## src/rtl/cbm_pkg.sv

```systemverilog
package cbm_pkg;
    localparam int NIB_W     = 4;
    localparam int PAT_W     = 2 * NIB_W;
    localparam int NUM_PAT   = 8;
    localparam int PAT_IDX_W = $clog2(NUM_PAT);
    localparam int PRG_OFS_W = 13;
    localparam int PAT_OFS_W = 10;

    typedef enum logic [1:0] {
        MIR_VERT   = 2'd0,
        MIR_HORZ   = 2'd1,
        MIR_ONE_LO = 2'd2,
        MIR_ONE_HI = 2'd3
    } mir_mode_e;

    typedef enum logic [2:0] {
        TGT_NONE,
        TGT_PRG_LO,
        TGT_MIRROR,
        TGT_PRG_HI,
        TGT_PAT
    } tgt_e;

    typedef struct packed {
        tgt_e                 tgt;
        logic [PAT_IDX_W-1:0] idx;
        logic                 hi;
    } wr_cmd_t;

    // Effective {A1-role, A0-role} after the board-wiring strap.
    function automatic logic [1:0] reg_sel(input logic variant, input logic [1:0] lo);
        return variant ? {lo[0], lo[1]} : lo;
    endfunction

    function automatic wr_cmd_t decode_cmd(input logic [3:0] page, input logic [1:0] sel);
        wr_cmd_t    c;
        logic [3:0] grp;
        c.tgt = TGT_NONE;
        c.idx = '0;
        c.hi  = 1'b0;
        grp   = page - 4'hB;
        case (page)
            4'h8: c.tgt = TGT_PRG_LO;
            4'h9: c.tgt = TGT_MIRROR;
            4'hA: c.tgt = TGT_PRG_HI;
            4'hB, 4'hC, 4'hD, 4'hE: begin
                c.tgt = TGT_PAT;
                c.idx = {grp[1:0], sel[1]};
                c.hi  = sel[0];
            end
            default: c.tgt = TGT_NONE;
        endcase
        return c;
    endfunction
endpackage

```

## src/rtl/cbm_reg_file.sv

```systemverilog
module cbm_reg_file
    import cbm_pkg::*;
#(
    parameter int PRG_BANK_W = 4
) (
    input  logic                               clk,
    input  logic                               rst,
    input  logic                               variant_sel,
    input  logic [3:0]                         cpu_page,
    input  logic [1:0]                         cpu_lo,
    input  logic [PRG_BANK_W-1:0]              cpu_data,
    input  logic                               cpu_wr,
    input  logic                               rom_sel,
    output logic [PRG_BANK_W-1:0]              prg_lo,
    output logic [PRG_BANK_W-1:0]              prg_hi,
    output mir_mode_e                          mirror,
    output logic [NUM_PAT-1:0][PAT_W-1:0]      pat_raw
);
    logic    wr_en;
    wr_cmd_t cmd;
    logic [1:0] sel_eff;

    assign wr_en   = cpu_wr & rom_sel;
    assign sel_eff = reg_sel(variant_sel, cpu_lo);
    assign cmd     = decode_cmd(cpu_page, sel_eff);

    always_ff @(posedge clk) begin
        if (rst) begin
            prg_lo <= '0;
            prg_hi <= '0;
            mirror <= MIR_VERT;
        end else if (wr_en) begin
            case (cmd.tgt)
                TGT_PRG_LO: prg_lo <= cpu_data;
                TGT_PRG_HI: prg_hi <= cpu_data;
                TGT_MIRROR: mirror <= mir_mode_e'(cpu_data[1:0]);
                default: ;
            endcase
        end
    end

    always_ff @(posedge clk) begin
        if (rst) begin
            pat_raw <= '0;
        end else if (wr_en && cmd.tgt == TGT_PAT) begin
            for (int k = 0; k < NUM_PAT; k++) begin
                if (cmd.idx == PAT_IDX_W'(k)) begin
                    if (cmd.hi)
                        pat_raw[k][PAT_W-1:NIB_W] <= cpu_data[NIB_W-1:0];
                    else
                        pat_raw[k][NIB_W-1:0] <= cpu_data[NIB_W-1:0];
                end
            end
        end
    end

    AST_IDLE_HOLD: assert property (@(posedge clk) disable iff (rst)
        !(cpu_wr && rom_sel) |=> ($stable(prg_lo) && $stable(prg_hi) && $stable(mirror) && $stable(pat_raw)));
    AST_PRG_LO_LOAD: assert property (@(posedge clk) disable iff (rst)
        (cpu_wr && rom_sel && cpu_page == 4'h8) |=> (prg_lo == $past(cpu_data)));
    AST_PRG_HI_LOAD: assert property (@(posedge clk) disable iff (rst)
        (cpu_wr && rom_sel && cpu_page == 4'hA) |=> (prg_hi == $past(cpu_data)));
    AST_TOP_PAGE_INERT: assert property (@(posedge clk) disable iff (rst)
        (cpu_page == 4'hF) |=> ($stable(prg_lo) && $stable(prg_hi) && $stable(mirror) && $stable(pat_raw)));
    AST_NIB_KEEP: assert property (@(posedge clk) disable iff (rst)
        (cpu_wr && rom_sel && cpu_page == 4'hB &&
         (variant_sel ? {cpu_lo[0], cpu_lo[1]} : cpu_lo) == 2'b00)
        |=> $stable(pat_raw[0][PAT_W-1:NIB_W]));
endmodule

```

## src/rtl/cbm_prg_map.sv

```systemverilog
module cbm_prg_map
    import cbm_pkg::*;
#(
    parameter int PRG_BANK_W = 4
) (
    input  logic                              clk,
    input  logic                              rst,
    input  logic [14:0]                       cpu_addr,
    input  logic [PRG_BANK_W-1:0]             prg_lo,
    input  logic [PRG_BANK_W-1:0]             prg_hi,
    output logic [PRG_BANK_W+PRG_OFS_W-1:0]   prg_addr
);
    localparam int PRG_AW = PRG_BANK_W + PRG_OFS_W;
    localparam logic [PRG_BANK_W-1:0] BANK_LAST   = '1;
    localparam logic [PRG_BANK_W-1:0] BANK_PENULT = {{(PRG_BANK_W-1){1'b1}}, 1'b0};

    logic [PRG_BANK_W-1:0] bank;

    always_comb begin
        case (cpu_addr[14:13])
            2'b00:   bank = prg_lo;
            2'b01:   bank = prg_hi;
            2'b10:   bank = BANK_PENULT;
            default: bank = BANK_LAST;
        endcase
    end

    assign prg_addr = {bank, cpu_addr[PRG_OFS_W-1:0]};

    AST_FIXED_LAST: assert property (@(posedge clk) disable iff (rst)
        (cpu_addr[14:13] == 2'b11) |-> (&prg_addr[PRG_AW-1:PRG_OFS_W]));
    AST_FIXED_PENULT: assert property (@(posedge clk) disable iff (rst)
        (cpu_addr[14:13] == 2'b10) |-> (prg_addr[PRG_AW-1:PRG_OFS_W+1] == '1 && !prg_addr[PRG_OFS_W]));
endmodule

```

## src/rtl/cbm_pat_map.sv

```systemverilog
module cbm_pat_map
    import cbm_pkg::*;
(
    input  logic                           clk,
    input  logic                           rst,
    input  logic                           variant_sel,
    input  logic [12:0]                    ppu_addr,
    input  logic [NUM_PAT-1:0][PAT_W-1:0]  pat_raw,
    input  mir_mode_e                      mirror,
    output logic [PAT_W+PAT_OFS_W-1:0]     chr_addr,
    output logic                           nt_page
);
    localparam int CHR_AW = PAT_W + PAT_OFS_W;

    logic [NUM_PAT-1:0][PAT_W-1:0] pat_eff;

    always_comb begin
        for (int k = 0; k < NUM_PAT; k++) begin
            pat_eff[k] = variant_sel ? {1'b0, pat_raw[k][PAT_W-1:1]} : pat_raw[k];
        end
    end

    assign chr_addr = {pat_eff[ppu_addr[12:10]], ppu_addr[PAT_OFS_W-1:0]};

    always_comb begin
        case (mirror)
            MIR_VERT:   nt_page = ppu_addr[10];
            MIR_HORZ:   nt_page = ppu_addr[11];
            MIR_ONE_LO: nt_page = 1'b0;
            default:    nt_page = 1'b1;
        endcase
    end

    AST_NT_ONE_LO: assert property (@(posedge clk) disable iff (rst)
        (mirror == MIR_ONE_LO) |-> !nt_page);
    AST_NT_ONE_HI: assert property (@(posedge clk) disable iff (rst)
        (mirror == MIR_ONE_HI) |-> nt_page);
    AST_VARIANT_TOPBIT: assert property (@(posedge clk) disable iff (rst)
        variant_sel |-> !chr_addr[CHR_AW-1]);
endmodule

```

## src/rtl/cart_bank_mapper.sv

```systemverilog
module cart_bank_mapper
    import cbm_pkg::*;
#(
    parameter int PRG_BANK_W = 4
) (
    input  logic                              clk,
    input  logic                              rst,
    input  logic                              variant_sel,
    input  logic [15:0]                       cpu_addr,
    input  logic [7:0]                        cpu_data,
    input  logic                              cpu_wr,
    input  logic                              rom_sel,
    input  logic [13:0]                       ppu_addr,
    output logic [PRG_BANK_W+12:0]            prg_addr,
    output logic [PAT_W+PAT_OFS_W-1:0]        chr_addr,
    output logic                              nt_page
);
    logic [PRG_BANK_W-1:0]         prg_lo;
    logic [PRG_BANK_W-1:0]         prg_hi;
    mir_mode_e                     mirror;
    logic [NUM_PAT-1:0][PAT_W-1:0] pat_raw;
    logic                          unused_bits;

    assign unused_bits = ^{cpu_data[7:PRG_BANK_W], ppu_addr[13]};

    cbm_reg_file #(.PRG_BANK_W(PRG_BANK_W)) regs_i (
        .clk         (clk),
        .rst         (rst),
        .variant_sel (variant_sel),
        .cpu_page    (cpu_addr[15:12]),
        .cpu_lo      (cpu_addr[1:0]),
        .cpu_data    (cpu_data[PRG_BANK_W-1:0]),
        .cpu_wr      (cpu_wr),
        .rom_sel     (rom_sel),
        .prg_lo      (prg_lo),
        .prg_hi      (prg_hi),
        .mirror      (mirror),
        .pat_raw     (pat_raw)
    );

    cbm_prg_map #(.PRG_BANK_W(PRG_BANK_W)) prg_i (
        .clk      (clk),
        .rst      (rst),
        .cpu_addr (cpu_addr[14:0]),
        .prg_lo   (prg_lo),
        .prg_hi   (prg_hi),
        .prg_addr (prg_addr)
    );

    cbm_pat_map pat_i (
        .clk         (clk),
        .rst         (rst),
        .variant_sel (variant_sel),
        .ppu_addr    (ppu_addr[12:0]),
        .pat_raw     (pat_raw),
        .mirror      (mirror),
        .chr_addr    (chr_addr),
        .nt_page     (nt_page)
    );
endmodule

```

## config.mk

```make
export PLATFORM = sky130hd
export DESIGN_NAME = cart_bank_mapper
export DESIGN_NICKNAME = d
export VERILOG_FILES = /design/src/rtl/cbm_pkg.sv /design/src/rtl/cbm_reg_file.sv /design/src/rtl/cbm_prg_map.sv /design/src/rtl/cbm_pat_map.sv /design/src/rtl/cart_bank_mapper.sv
export SDC_FILE = /design/constraint.sdc
export NUM_CORES = 1
export LEC_CHECK = 0
export CAP_MARGIN = 10
export CORE_MARGIN = 2
export CORE_UTILIZATION = 25
export CTS_CLUSTER_SIZE = 12
export DETAILED_ROUTE_END_ITERATION = 8
export MAX_ROUTING_LAYER = met4
export PLACE_DENSITY_LB_ADDON = 0.2
export REMOVE_ABC_BUFFERS = 1
export SYNTH_ARGS = -nofsm -noshare
export SYNTH_HDL_FRONTEND = slang
export SYNTH_SLANG_ARGS = --single-unit
```

## constraint.sdc

```tcl
create_clock -name clk -period 3.7 [get_ports clk]
set_input_delay 1.11 -clock clk [delete_from_list [all_inputs] [get_ports clk]]
set_output_delay 1.11 -clock clk [all_outputs]
set_load 0.05 [all_outputs]
```

Word level (Yosys, flattened, before mapping)
Index checks and enable logic that the tools add are counted.
Widths: inputs -> output; s select.
- register bits: 74
- word-level logic and storage cells: 84
- input port bits: 43
- output and inout port bits: 36
- mux-type cells: 15
- reductions and logical operators: 24
- eq/ne operators: 22
- bitwise gates (word level): 2
- $add $sub $neg: 1
- $lt $le $gt $ge: 1
- operators with widths (kind ; number):
    $mux 8 ; 9
    $reduce_and 3->1 ; 16
    $eq 4x4->1 const B ; 7
    $bmux 8 s3 ; 1
    $eq 3x3->1 const B ; 5
    $eq 3x2->1 const B ; 4
    $pmux 3 s4 ; 1
    $pmux 4 s3 ; 1
    $eq 3x1->1 const B ; 2
    $reduce_and 2->1 ; 3
    $eq 2x1->1 const B ; 2
    $eq 2x2->1 const B ; 2
    $logic_not 2->1 ; 2
    $lt 3x4->1 const B ; 1
    $mux 4 ; 1
    $reduce_or 4->1 ; 1
    $logic_not 3->1 ; 1
    $pmux 1 s3 ; 1
    $mux 2 ; 1
    $sub 2x2->2 const B ; 1
    $and 1x1->1 ; 1
    $logic_and 1x1->1 ; 1
    $not 1->1 ; 1

Logic depth before layout (Yosys ltp)
- depth in word-level cells: 6
- mapped depth: 9
- gate-level depth less buffers: 6

By module
A second synthesis with hierarchy kept.
- cell total of the unflattened synthesis: 470
- area, all modules: 4461.8 um^2
- by module, submodules not included (module ; area each (um^2) ; seq. area each (um^2) ; cells an instance ; times used):
    cbm_reg_file ; 3347.0 ; 1481.4 ; 334 ; 1
    cbm_pat_map ; 955.9 ; 0.0 ; 114 ; 1
    cbm_prg_map ; 158.9 ; 0.0 ; 22 ; 1

Least setup slack after synthesis
No wires, ideal clock.
- path kind: input to output
- from: input ppu_addr[11]
- to: output chr_addr[14]
- required time: 2.590 ns
- setup slack: -0.387 ns
- stages on the path: 5
- arrival: 2.977 ns
- path through: buf_2 > buf_2 > mux4_2 > mux2i_1 > o21ai_0
- cells in the longest elaborated chain, start to end: 2
- RTL lines (element ; line ; RTL):
    start: declaration ; cart_bank_mapper.sv:13 ; input logic [13:0] ppu_addr,
    $bmux 8 s3 ; cbm_pat_map.sv:23 ; assign chr_addr = {pat_eff[ppu_addr[12:10]], ppu_addr[PAT_OFS_W-1:0]};
    $mux 8 (implied by the code) ; cbm_pat_map.sv:23 ;
    end: declaration ; cart_bank_mapper.sv:15 ; output logic [PAT_W+PAT_OFS_W-1:0] chr_addr,
No other way between the ends. The select of a mux whose other input is x is not followed.

Final worst setup path
- from: input ppu_addr[10]
- to: output chr_addr[11]
Same word-level chain as after synthesis.

==> run_results.csv <==
group,metric,value,unit
drt,vias,3518,
placed_design,gp_congestion,0.7726,
placed_design,dp_hpwl,9351,um
drt,highest_layer,"met4",
floorplan,dieArea,18490,um^2
timing,finalHoldViolCount,0,
synthesis,synth.most_common_cell,"dfxtp_1",
drt,postRouteAntennaNets,0,
clock_network,cts-root-buf,"clkbuf_16",
power,p_total,0.002064,W
timing,fin_tns_setup,0,ns
timing,timing.hold.ws,0.4724,ns
global_routing,grt_overflow,0,
timing,setup_viol,0,
timing,period_share,98.63,%
synthesis,synth.area.top_cells,"dfxtp_1 (34%), mux4_2 (12%), mux2i_1 (11%)",
synthesis,synth_top_cell_by_area,"dfxtp_1",
synthesis,synthesis.area,4355,um^2
final_layout,design_area,5309,um^2
drt,drc,0,
power,ir_drop,0.0002128,V
final_layout,n_antenna_cell,0,
floorplan,coreArea,17180,um^2
setup_path,cp_max_fo,5,
floorplan,boundaryPins,79,
synthesis,yosysTopAreaCellShare,34.01,%
drt,drtPass1Iterations,5,
final_layout,area_growth_syn_to_layout,21.89,%
clock_network,h-tree-depth,3,
timing,slew_violations,0,
drt,wl_met3,604,um
synthesis,synth_edf_count,0,
timing,worst_slew_pin_slew,0.6018,ns
floorplan,core.rowCount,48,
global_routing,grt_max_degree,50,
power,p_leak,2.115,nW
setup_path,worst-setup-path-type,"in2out",
flow_run,max_cap_viol_count,0,
final_layout,finalNonFillerCells,697,
drt,via_per_inst,5.047,
global_routing,antenna_found_initial,0,
timing,relSlewSlack,59.88,%
floorplan,start_util,25.36,%
global_routing,grt_pass1_wl,20130,um
drt,drt-met1-wl,6333,um
clock_network,clock_path_buffers,2,
synthesis,postSynthCellCount,457,
synthesis,async_flop_share,0,%
placed_design,place_inst,680,
synthesis,synth-main-ff-cell,"dfxtp_1",
drt,wl_per_cell,18.56,um
clock_network,cts_tree,"yes",
clock_network,numCtsBuffers,9,
setup_path,worstPathRequired,2.59,ns
clock_network,post_cts_buffers,0,
final_layout,drive_gt1_share,21.82,%
clock_network,clkTransAtPathRegs,0.06,ns
synthesis,ys_seq_elements,74,
timing,clock_skew,0,ns
timing,fin_crit,3.649,ns
floorplan,die_w,136.0,um
floorplan,dieHeight,136.0,um
synthesis,postSynthAreaPerCell,9.530,um^2
final_layout,final_nets,514,
synthesis,yosysSeqAreaShare,34.01,%
global_routing,grt.total_usage,14.91,%
drt,wl_met2,5839,um
min_path,hp-class,"reg2reg",
setup_path,worstPathArrival,2.54,ns
power,power_density,388.8,nW/um^2
placed_design,place_area,4910,um^2
setup_path,endpoint_kind,"output port",
synthesis,synth_common_cells,"dfxtp_1 (74), mux2i_1 (50), a21oi_1 (44)",
synthesis,yosys_warnings,0,
clock_network,clock-sinks,74,
setup_path,startpoint_type,"primary input",
timing,max_freq,274.0,MHz
clock_network,clk_latency,0.33,ns
synthesis,synthDistinctLibCells,38,
clock_network,holdBufCountCts,0,
run_status,status,"complete, no violations",
timing,rsz0062_at_grt,"true",
global_routing,grt_pass1_vias,3495,
drt,finalWirelength,12940,um
placed_design,port_buffers,33,
drt,dr.first_iter.drc_count,210,
-- what timing repair did --
item                                    in CTS  in global routing
cloned                                       1                  0
endpoints found under the setup margin       8                  3
pin swaps                                    3                  0
gates resized for setup                     22                  2
-- per-layer routing --
layer | global-route usage (%) | vias to the layer above
met1 | 20.23 | 1729
met4 | 4.398 | 0
met3 | 2.685 | 12
li1 | - | 1675
met2 | 22.67 | 102
met5 | - | -
-- kinds of logic (layout without fill, tap and decap cells) --
group | after synthesis | after routing | synth area share, %
buf+inv | 67 | 82 | 8.790
mux | 76 | 76 | 24.25
compound gates | 103 | 103 | 13.50
fa+ha+maj | 4 | 4 | 1.149
flops | 74 | 74 | 34.01
simple gates | 133 | 133 | 18.30
-- critical path, cell delays in order --
cell and delay, ns:
buf_4 0.14, buf_12 0.14, mux4_2 0.53, nor2b_1 0.15
a211oi_1 0.21, a21oi_1 0.06, buf_4 0.19
-- power breakdown --
part	leakage, nW	internal, W	switching [W]	total (W)
Clock	0.166	0.000649	0.000341	0.000990
Sequential	0.596	0.000799	0.00000151	0.000801
Combinational	1.35	0.000109	0.000164	0.000273
-- area by class of cell --
class / count / area (um^2)
clock inverters: 3 / 68.82
fillers: 1797 / 11870
repair buffers: 63 / 680.7
flip-flops and latches: 74 / 1481
clock buffers: 13 / 270.3
multi-input cells: 316 / 2515
well taps: 225 / 281.5
inverters: 3 / 11.26
-- layout by cell type, fill, tap and decap left out, types with 3 or more instances in the layout --
cell             instances
buf_4                   29
a21oi_1                 44
and3b_1                  3
o211ai_1                 5
nand4_1                  6
clkbuf_8                 3
inv_1                    3
nand2b_1                36
and3_1                   5
dfxtp_1                 74
nor2b_1                  6
o211a_1                  4
buf_6                    6
ha_1                     4
nor2_1                  11
clkdlybuf4s50_1         12
mux4_2                  23
clkbuf_16                9
mux2i_1                 48
nand2_1                  8
a211oi_1                 3
buf_12                  11
o21ai_0                 42
nand3_1                 42
-- flip-flops by register name (all words and copies together), names as in the netlist --
name / flops
regs_i.pat_raw: 64
regs_i.prg_lo: 4
regs_i.prg_hi: 4
regs_i.mirror: 2
-- per-stage QoR --
step,setup WS [ns],utilization [%]
after global placement,-0.4122,28.58
after global routing,-0.01367,30.91
after floorplan,0.008321,-
final,0.05071,30.91
after CTS,0.02229,30.86
after detailed placement,-0.4055,28.58
-- worst paths after layout --
kind | start | end | slack [ns] | depth (start not counted)
hold / removal | regs_i.pat_raw[18] | regs_i.pat_raw[18] | 0.47 | 2
hold reg to reg | regs_i.pat_raw[18] | regs_i.pat_raw[18] | 0.47 | 2
setup reg to reg | regs_i.pat_raw[52] | regs_i.pat_raw[52] | 2.99 | 2
setup / recovery | ppu_addr[10] | chr_addr[11] | 0.05 | 7
Note: power is estimated with default switching activity, not from simulation.
